`src/rtl/ddma_pkg.sv`:
```
package ddma_pkg;
    typedef enum logic [1:0] {
        ST_IDLE,
        ST_IO,
        ST_RESP
    } ddma_state_e;

    localparam int unsigned SEL_BASE_LO = 0;
    localparam int unsigned SEL_BASE_HI = 1;
    localparam int unsigned SEL_MASK    = 2;
    localparam int unsigned SEL_ALT     = 3;

    localparam int unsigned SKIP_CH     = 4;
    localparam int unsigned LO_GROUP_N  = 4;
    localparam int unsigned HI_FIRST_CH = 5;
endpackage

```
`src/rtl/ddma_cfg.sv`:
```
module ddma_cfg #(
    parameter int unsigned AW       = 16,
    parameter int unsigned DW       = 16,
    parameter int unsigned NCH      = 8,
    parameter int unsigned SLOT_LSB = 6
) (
    input  logic           clk,
    input  logic           rst_n,
    input  logic           wr_en,
    input  logic [1:0]     sel,
    input  logic [DW-1:0]  wdata,
    output logic [AW-1:0]  base_lo,
    output logic [AW-1:0]  base_hi,
    output logic [NCH-1:0] dist_mask,
    output logic           alt_mode,
    output logic [DW-1:0]  rdata
);
    import ddma_pkg::*;

    localparam int unsigned BW = AW - SLOT_LSB;

    logic [BW-1:0] lo_q, hi_q;
    logic          alt_q;

    always_ff @(posedge clk) begin
        if (!rst_n) begin
            lo_q  <= '0;
            hi_q  <= '0;
            alt_q <= 1'b0;
        end else if (wr_en) begin
            if (sel == 2'(SEL_BASE_LO)) lo_q  <= wdata[AW-1:SLOT_LSB];
            if (sel == 2'(SEL_BASE_HI)) hi_q  <= wdata[AW-1:SLOT_LSB];
            if (sel == 2'(SEL_ALT))     alt_q <= wdata[0];
        end
    end

    // one enable flop per channel; the skipped channel has none
    genvar gi;
    generate
        for (gi = 0; gi < NCH; gi++) begin : g_mask
            if (gi == SKIP_CH) begin : g_skip
                assign dist_mask[gi] = 1'b0;
            end else begin : g_bit
                logic bit_q;
                always_ff @(posedge clk) begin
                    if (!rst_n)
                        bit_q <= 1'b0;
                    else if (wr_en && sel == 2'(SEL_MASK))
                        bit_q <= wdata[gi];
                end
                assign dist_mask[gi] = bit_q;
            end
        end
    endgenerate

    assign base_lo  = {lo_q, {SLOT_LSB{1'b0}}};
    assign base_hi  = {hi_q, {SLOT_LSB{1'b0}}};
    assign alt_mode = alt_q;

    always_comb begin
        unique case (sel)
            2'(SEL_BASE_LO): rdata = DW'(base_lo);
            2'(SEL_BASE_HI): rdata = DW'(base_hi);
            2'(SEL_MASK):    rdata = DW'(dist_mask);
            default:         rdata = DW'(alt_q);
        endcase
    end
endmodule

```
`src/rtl/ddma_map.sv`:
```
module ddma_map #(
    parameter int unsigned AW    = 16,
    parameter int unsigned NCH   = 8,
    parameter int unsigned REG_W = 4,
    parameter int unsigned CH_W  = 3
) (
    input  logic [CH_W-1:0]  chan,
    input  logic [REG_W-1:0] reg_idx,
    input  logic [AW-1:0]    base_lo,
    input  logic [AW-1:0]    base_hi,
    input  logic [NCH-1:0]   dist_mask,
    input  logic             alt_mode,
    output logic             redirect,
    output logic [AW-1:0]    io_addr
);
    import ddma_pkg::*;

    logic [NCH-1:0] dist_ok;
    logic [1:0]     slot;
    logic [AW-1:0]  base_sel;

    genvar gi;
    generate
        for (gi = 0; gi < NCH; gi++) begin : g_ok
            assign dist_ok[gi] = dist_mask[gi] & (gi != SKIP_CH);
        end
    endgenerate

    always_comb begin
        if (chan < CH_W'(LO_GROUP_N)) begin
            slot     = 2'(chan);
            base_sel = base_lo;
        end else begin
            slot     = 2'(chan - CH_W'(HI_FIRST_CH));
            base_sel = base_hi;
        end
        io_addr  = base_sel | AW'({slot, reg_idx});
        redirect = !alt_mode && dist_ok[chan];
    end
endmodule

```
`src/rtl/ddma_stub.sv`:
```
module ddma_stub #(
    parameter int unsigned DW    = 16,
    parameter int unsigned NCH   = 8,
    parameter int unsigned NREG  = 16,
    parameter int unsigned CH_W  = 3,
    parameter int unsigned REG_W = 4
) (
    input  logic             clk,
    input  logic             rst_n,
    input  logic             acc_en,
    input  logic             wr,
    input  logic [CH_W-1:0]  chan,
    input  logic [REG_W-1:0] reg_idx,
    input  logic [DW-1:0]    wdata,
    input  logic             alt_mode,
    output logic [DW-1:0]    rdata
);
    localparam int unsigned DEPTH = NCH * NREG;
    localparam int unsigned IDX_W = CH_W + REG_W;

    logic [DW-1:0]    mem [DEPTH];
    logic [IDX_W-1:0] idx;
    logic             wr_only;
    logic             wr_allowed;

    assign idx        = {chan, reg_idx};
    assign wr_only    = reg_idx < REG_W'(NREG / 2);
    assign wr_allowed = wr_only || alt_mode;

    always_ff @(posedge clk) begin
        if (!rst_n) begin
            for (int i = 0; i < DEPTH; i++) mem[i] <= '0;
        end else if (acc_en && wr && wr_allowed) begin
            mem[idx] <= wdata;
        end
    end

    assign rdata = (!wr_only || alt_mode) ? mem[idx] : '0;
endmodule

```
`src/rtl/ddma_redirect.sv`:
```
module ddma_redirect #(
    parameter int unsigned AW    = 16,
    parameter int unsigned DW    = 16,
    parameter int unsigned NCH   = 8,
    parameter int unsigned NREG  = 16,
    localparam int unsigned CH_W  = $clog2(NCH),
    localparam int unsigned REG_W = $clog2(NREG)
) (
    input  logic             clk,
    input  logic             rst_n,
    input  logic             cpu_req,
    input  logic             cpu_we,
    input  logic             cpu_cfg,
    input  logic [CH_W-1:0]  cpu_chan,
    input  logic [REG_W-1:0] cpu_reg,
    input  logic [DW-1:0]    cpu_wdata,
    output logic [DW-1:0]    cpu_rdata,
    output logic             cpu_ready,
    output logic             io_req,
    output logic             io_we,
    output logic [AW-1:0]    io_addr,
    output logic [DW-1:0]    io_wdata,
    input  logic [DW-1:0]    io_rdata,
    input  logic             io_ack
);
    import ddma_pkg::*;

    localparam int unsigned SLOT_LSB = REG_W + 2;

    ddma_state_e state_q, state_d;

    logic [AW-1:0]  base_lo, base_hi, map_addr;
    logic [NCH-1:0] dist_mask;
    logic           alt_mode, redirect;
    logic [DW-1:0]  cfg_rdata, stub_rdata;
    logic           accept, go_io;
    logic           io_we_q;
    logic [AW-1:0]  io_addr_q;
    logic [DW-1:0]  io_wdata_q, rdata_q;

    assign accept = (state_q == ST_IDLE) && cpu_req;
    assign go_io  = accept && !cpu_cfg && redirect;

    ddma_cfg #(.AW(AW), .DW(DW), .NCH(NCH), .SLOT_LSB(SLOT_LSB)) cfg_i (
        .clk       (clk),
        .rst_n     (rst_n),
        .wr_en     (accept && cpu_cfg && cpu_we),
        .sel       (cpu_reg[1:0]),
        .wdata     (cpu_wdata),
        .base_lo   (base_lo),
        .base_hi   (base_hi),
        .dist_mask (dist_mask),
        .alt_mode  (alt_mode),
        .rdata     (cfg_rdata)
    );

    ddma_map #(.AW(AW), .NCH(NCH), .REG_W(REG_W), .CH_W(CH_W)) map_i (
        .chan      (cpu_chan),
        .reg_idx   (cpu_reg),
        .base_lo   (base_lo),
        .base_hi   (base_hi),
        .dist_mask (dist_mask),
        .alt_mode  (alt_mode),
        .redirect  (redirect),
        .io_addr   (map_addr)
    );

    ddma_stub #(.DW(DW), .NCH(NCH), .NREG(NREG), .CH_W(CH_W), .REG_W(REG_W)) stub_i (
        .clk      (clk),
        .rst_n    (rst_n),
        .acc_en   (accept && !cpu_cfg && !redirect),
        .wr       (cpu_we),
        .chan     (cpu_chan),
        .reg_idx  (cpu_reg),
        .wdata    (cpu_wdata),
        .alt_mode (alt_mode),
        .rdata    (stub_rdata)
    );

    // state register
    always_ff @(posedge clk) begin
        if (!rst_n) state_q <= ST_IDLE;
        else        state_q <= state_d;
    end

    // transitions
    always_comb begin
        state_d = state_q;
        unique case (state_q)
            ST_IDLE: if (accept) state_d = go_io ? ST_IO : ST_RESP;
            ST_IO:   if (io_ack) state_d = ST_RESP;
            ST_RESP: state_d = ST_IDLE;
            default: state_d = ST_IDLE;
        endcase
    end

    // captured request and response data
    always_ff @(posedge clk) begin
        if (!rst_n) begin
            io_we_q    <= 1'b0;
            io_addr_q  <= '0;
            io_wdata_q <= '0;
            rdata_q    <= '0;
        end else begin
            if (go_io) begin
                io_we_q    <= cpu_we;
                io_addr_q  <= map_addr;
                io_wdata_q <= cpu_wdata;
            end else if (accept) begin
                if (cpu_we)       rdata_q <= '0;
                else if (cpu_cfg) rdata_q <= cfg_rdata;
                else              rdata_q <= stub_rdata;
            end
            if (state_q == ST_IO && io_ack)
                rdata_q <= io_we_q ? '0 : io_rdata;
        end
    end

    // outputs
    always_comb begin
        io_req    = (state_q == ST_IO);
        cpu_ready = (state_q == ST_RESP);
        io_we     = io_we_q;
        io_addr   = io_addr_q;
        io_wdata  = io_wdata_q;
        cpu_rdata = rdata_q;
    end


    io_hold_chk: assert property (@(posedge clk) disable iff (!rst_n)
        io_req && !io_ack |=> io_req);


    io_addr_stable_chk: assert property (@(posedge clk) disable iff (!rst_n)
        io_req && !io_ack |=> $stable(io_addr) && $stable(io_we));


    chan4_local_chk: assert property (@(posedge clk) disable iff (!rst_n)
        accept && !cpu_cfg && cpu_chan == CH_W'(SKIP_CH) |=> !io_req);


    alt_no_io_chk: assert property (@(posedge clk) disable iff (!rst_n)
        accept && alt_mode |=> !io_req);


    ready_pulse_chk: assert property (@(posedge clk) disable iff (!rst_n)
        cpu_ready |=> !cpu_ready);


    single_out_chk: assert property (@(posedge clk) disable iff (!rst_n)
        io_req |-> !cpu_ready);


    read_after_ack_chk: assert property (@(posedge clk) disable iff (!rst_n)
        $rose(cpu_ready) && $past(io_req) |-> $past(io_ack));
endmodule

```
`config.mk`:
```
export PLATFORM = sky130hd
export DESIGN_NAME = ddma_redirect
export DESIGN_NICKNAME = d
export VERILOG_FILES = /design/src/rtl/ddma_pkg.sv /design/src/rtl/ddma_cfg.sv /design/src/rtl/ddma_map.sv /design/src/rtl/ddma_stub.sv /design/src/rtl/ddma_redirect.sv
export SDC_FILE = /design/constraint.sdc
export NUM_CORES = 2
export LEC_CHECK = 0
export CAP_MARGIN = 15
export CELL_PAD_IN_SITES_DETAIL_PLACEMENT = 2
export CELL_PAD_IN_SITES_GLOBAL_PLACEMENT = 2
export CORE_ASPECT_RATIO = 2
export CORE_MARGIN = 5
export CORE_UTILIZATION = 50
export DETAILED_ROUTE_END_ITERATION = 6
export GPL_TIMING_DRIVEN = 0
export PLACE_DENSITY = 0.85
export SLEW_MARGIN = 20
export SYNTH_ARGS = -nofsm -noshare
export SYNTH_HDL_FRONTEND = slang
export SYNTH_SLANG_ARGS = --single-unit
```
`constraint.sdc`:
```
create_clock -name clk -period 6.7 [get_ports clk]
set_input_delay 1.675 -clock clk [delete_from_list [all_inputs] [get_ports clk]]
set_output_delay 1.675 -clock clk [all_outputs]
set_load 0.01 [all_outputs]
```
==> results of run 1 <==
-- stage by stage --
stage	setup TNS (ps)	instances	instance area, sq um	hold slack [ps]
after detailed placement	-531830	9318	105400	492.6
after CTS	0	9672	111900	509.8
after floorplan	0	6542	97130	477.5
after global placement	-4429040	9148	101100	471.7
-- kinds of logic after synthesis --
kind of cell,count (synthesis),share of synthesized area
flops,2127,0.6495
mux,761,0.1330
buf+inv,641,0.02651
xor+xnor,2,0.0001804
simple gates,2433,0.1517
compound gates,578,0.03907
-- metal layers --
layer / GRT usage / overflow
met5: 0.2131 / 0
met4: 0.6426 / 9
met3: 0.4271 / 0
met2: 0.8586 / 5
met1: 0.6010 / 0
-- repair_timing --
item,in CTS
endpoints found under the hold margin,0
pin swaps,1
resized for setup,4
gates cloned,0
setup endpoints to repair,139
setup buffers,5
==> results.md, run 1 <==
* Vias in the first global route at 83,318
* I/O Pins at between 90 and 100
* Failing step: 5_1_grt
* Dpl ws at -965.5 ps
* Yosys reg bits at 2,127
* Die Y at 633.3 microns
* Top FF cell, synth: edfxtp_1
* Mapped Nets at 6,587
* CTS Sinks at 2,127
* Global Route Usage Sum at 0.6335
* Biggest area consumer among synthesized cells: edfxtp_1
* Synth Cell Area at 97,130 sq um
* Syn_area_per_cell at 14.85 sq um
* DP HPWL at 401,800 microns
* Post-synth EDFFs at between 2,000 and 2,500
* Global-route wire length before repair at 858,100 microns
* Clk buf depth at 4
* Site Rows at 228
* Root Buffer: clkbuf_16
* Initial core utilization at 0.5029
* Die W at 321.7 microns
* CTS hold repair buffers at 0
* H-tree Lvls at 4
* Sequential fraction of the synthesis area at 0.6495
* TritonCTS buffer count at 198
* Yosys cell types at between 50 and 60
* Post-Syn Instances at 6,542
* Count leader, synth: and2_1
* IO Port Bufs at 76
* Yosys warns at 0
* Synth top cells by count: and2_1 (2,054), edfxtp_1 (2,048), clkbuf_1 (482), mux4_2 (423), mux2i_1 (328)
* Grt total ovfl at 14
* Share of the synthesized area in the top cell type at 0.6332
* Status: stopped before the end
* Largest net degree at the start of global routing at 17
* Tool Error: [ERROR GRT-0116] Global routing finished with congestion. Check the congestion regions in the DRC Viewer.
* Final Wtd Congestion at 1.073
* Synth async-reset ratio at 0
* Synth top area cells: edfxtp_1 (63%), and2_1 (13%), mux4_2 (9.8%)
==> inputs of run 2 (changes only) <==
--- a/config.mk
+++ b/config.mk
@@ -6,14 +6,11 @@
 export NUM_CORES = 2
 export LEC_CHECK = 0
 export CAP_MARGIN = 15
-export CELL_PAD_IN_SITES_DETAIL_PLACEMENT = 2
-export CELL_PAD_IN_SITES_GLOBAL_PLACEMENT = 2
-export CORE_ASPECT_RATIO = 2
 export CORE_MARGIN = 5
-export CORE_UTILIZATION = 50
+export CORE_UTILIZATION = 35
 export DETAILED_ROUTE_END_ITERATION = 6
 export GPL_TIMING_DRIVEN = 0
-export PLACE_DENSITY = 0.85
+export PLACE_DENSITY_LB_ADDON = 0.15
 export SLEW_MARGIN = 20
 export SYNTH_ARGS = -nofsm -noshare
 export SYNTH_HDL_FRONTEND = slang
==> run 2 against run 1 <==
- the flow now finishes, with violations (negative setup slack)
- area after synthesis unchanged
- synthesized cell count unchanged
==> results.md, run 2 <==
* Status: finished, violations left (was stopped before the end)
* Violations in the final reports: negative setup slack
* Power Internal at 22.89 mW
* Fin crit period at 6982 ps
* Initial antenna violation count at 80
* CTS tree: yes
* Worst Path Arrival at 7610 ps
* Clock skew at 63.46 ps
* DRT Pass-1 Iters at 6
* Final wirelength at 483,700 microns
* Final Wtd Congestion at 1.056 (was 1.073)
* Fmax at 143.2 MHz
* Syn_area_per_cell at 14.85 sq um (unchanged)
* Largest reg by FF count: stub_i.mem
* Register area at 63,080 sq um
* CP Data Required Time at 7330 ps
* Final setup TNS at -40,120 ps
* DR iter-0 viols at 10,744
* Global-route wire length before repair at roughly 620,000 microns
* Yosys cell types at 53 (unchanged)
* Largest net degree at the start of global routing at 20
* DP HPWL at 350,600 microns (was 401,800 microns)
* Sequential share of power at 0.489
* Yosys reg bits at 2,127 (unchanged)
* Post-Syn Instances at 6,542 (unchanged)
* Site Rows at 193 (was 228)
* Critical path fanouts, max at 10
* Global Route Usage Sum at 0.3294
* Met1 WL at 180,100 microns
* Initial core utilization at 0.3513 (was 0.5029)
* Part of the cycle the worst path needs at 1.042
* Die Y at 536.8 microns (was 633.3 microns)
* Net Sw Frac at 0.2624
* Post-CTS Setup Bufs at 0 (was 5)
* HP Class: flop to flop
* Vias per cell at about 6.0
* Slew Limit Fails at 0
* Largest register FFs at 2,048
* H-tree Lvls at 4 (unchanged)
* Layout area overhead at 17.84%
* Comb pwr share at 0.102
* Die ar. at 288,100 sq um
* Final Hold Fails at 0
* Net Sw Power at 8.143 mW
* Share of the synthesized area in the top cell type at 0.6332 (unchanged)
* Synth top cells by count: and2_1 (2,054), edfxtp_1 (2,048), clkbuf_1 (482), mux4_2 (423), mux2i_1 (328) (unchanged)
* PnR worst setup slack at -282.5 ps
* Mapped Nets at 6,587 (unchanged)
* Placed insts at 10,497 (was 9,318)
* Top FF cell, synth: edfxtp_1 (unchanged)
* Clk buf depth at 3 (was 4)
* Cell Pwr Density at around 270 nW/um^2
* Uppermost layer routed: met5
* Leakage power at 40.38 nW
* Biggest area consumer among synthesized cells: edfxtp_1 (unchanged)
* Clock power frac at 0.410
* I/O Pins at 96 (unchanged)
* Nature of the critical path startpoint: input port
* Synth top area cells: edfxtp_1 (63%), and2_1 (13%), mux4_2 (9.8%) (unchanged)
* TritonCTS buffer count at 235 (was 198)
* Grt total ovfl at 0
* Vias post-DR at ~66,000
* Slew headroom at 0.1016
* Met3 wire len at 55,230 microns
* Sequential fraction of the synthesis area at 0.6495 (unchanged)
* Yosys warns at 0 (unchanged)
* Worst-skew pair later-pin latency at 930 ps
* Slew @ Worst Pin at 1348 ps
* Synth async-reset ratio at 0 (unchanged)
* Finished Layout Cells at 10,965
* Synth Cell Area at 97,130 sq um (unchanged)
* Met2 WL at 209,100 microns
* Core area at 276,500 sq um
* Clock transition at the registers of the reported paths at 60 ps
* Number of max-cap violations at 0
* Multi-input gate area at 32,490 sq um
* Critical path class: input port to flop
* Root Buffer: clkbuf_16 (unchanged)
* Post-route ant nets at 0
* Setup crit end kind: flop
* Count leader, synth: and2_1 (unchanged)
* Vias in the first global route at 62,136
* CTS Sinks at 2,127 (unchanged)
* IO Port Bufs at 76 (unchanged)
* Layout cells sized above 1 at 0.1916
* Worst VDD drop at 0.0002541 V
* Total power at 31.03 mW
* Filler cell count at ~25,000
* Most frequent cells in the layout: and2_1 (2,054), edfxtp_1 (2,048), clkbuf_1 (452)
* # setup viols final at 339
* RSZ-0062 raised after global routing: true
* DRC viols at 0
* Post-synth EDFFs at 2,048 (unchanged)
* Avg WL per Cell at roughly 44 microns
* Fin nets at 7,075
* Commonest non-fill, non-tap cell in the layout: and2_1
* Die W at 536.8 microns (was 321.7 microns)
[run 2: through the flow]
step	util	cell area, sq um	setup slack (ps)	hold WS, ps
after floorplan	-	97130	1767	477.5
after global routing	0.4136	114300	-49.12	520.7
final	0.4139	114400	-282.5	492.6
after detailed placement	0.3870	107000	-1226	484.6
after global placement	0.3708	102500	-3521	481.0
after CTS	0.4134	114300	136.6	498.6
[run 2: layout make-up]
type / instances / share of cell area
flip-flops and latches: 2127 / 0.5512
multi-input cells: 3774 / 0.2839
clock buffers: 312 / 0.05508
well taps: 3705 / 0.04050
repair buffers: 252 / 0.03537
plain buffers: 636 / 0.02431
clock inverters: 112 / 0.008593
diodes: 43 / 0.0009402
inverters: 4 / 0.0001421
[run 2: layer usage]
metal | up-vias | GRT usage
met4 | 24 | 0.2256
met3 | 1086 | 0.1023
li1 | 25189 | -
met2 | 4675 | 0.4821
met1 | 34578 | 0.4182
met5 | - | 0.0004934
[run 2: repair_timing]
action,4_1_cts,5_1_grt
resized for setup,2,1
hold buffers,0,0
setup endpoints to repair,268,23
[run 2: worst paths after layout]
kind,start,endpoint,slack (ps),cells after the start
hold / removal,io_wdata[8]$_SDFFE_PN0P_,io_wdata[8]$_SDFFE_PN0P_,490,2
setup / recovery,cpu_chan[0],stub_i.mem[92][13]$_SDFFCE_PN0P_,-280,11
setup reg to reg,cfg_i.g_mask[7].g_bit.bit_q$_SDFFE_PN0P_,stub_i.mem[92][13]$_SDFFCE_PN0P_,1310,10
hold reg to reg,io_wdata[8]$_SDFFE_PN0P_,io_wdata[8]$_SDFFE_PN0P_,490,2
[run 2: critical path, cell delays in order]
cell and delay (ps):
clkdlybuf4s50_1 980, clkinv_2 660, nor2_1 460, a211oi_4 160, nor3_4 550, nand3_1 550
clkbuf_2 520, buf_16 300, clkbuf_2 610, o21ai_2 830, buf_6 240
[run 2: cells by family (layout without fill, tap and decap cells)]
| kind of cell | Yosys count | count (layout) | share of synthesized area |
|---|---|---|---|
| AND/OR/NAND/NOR | 2433 | 2433 | 0.1517 |
| flip-flops | 2127 | 2127 | 0.6495 |
| AO/OA/AOI/OAI | 578 | 578 | 0.03907 |
| other | 0 | 43 | 0 |
| XOR/XNOR | 2 | 2 | 0.0001804 |
| buffers and inverters | 641 | 1316 | 0.02651 |
| multiplexers | 761 | 761 | 0.1330 |
[run 2: power by group through the flow]
stage          clock network [mW]  registers, mW  logic, mW
2_1_floorplan                   0           15.4       1.18
3_3_place_gp                    0           15.5       2.77
3_5_place_dp                    0           15.4       3.04
4_1_cts                      12.7           15.2       3.04
5_1_grt                      13.2           15.2       3.09
6_report                     12.7           15.2       3.15
Note: power is estimated with default switching activity, not from simulation.
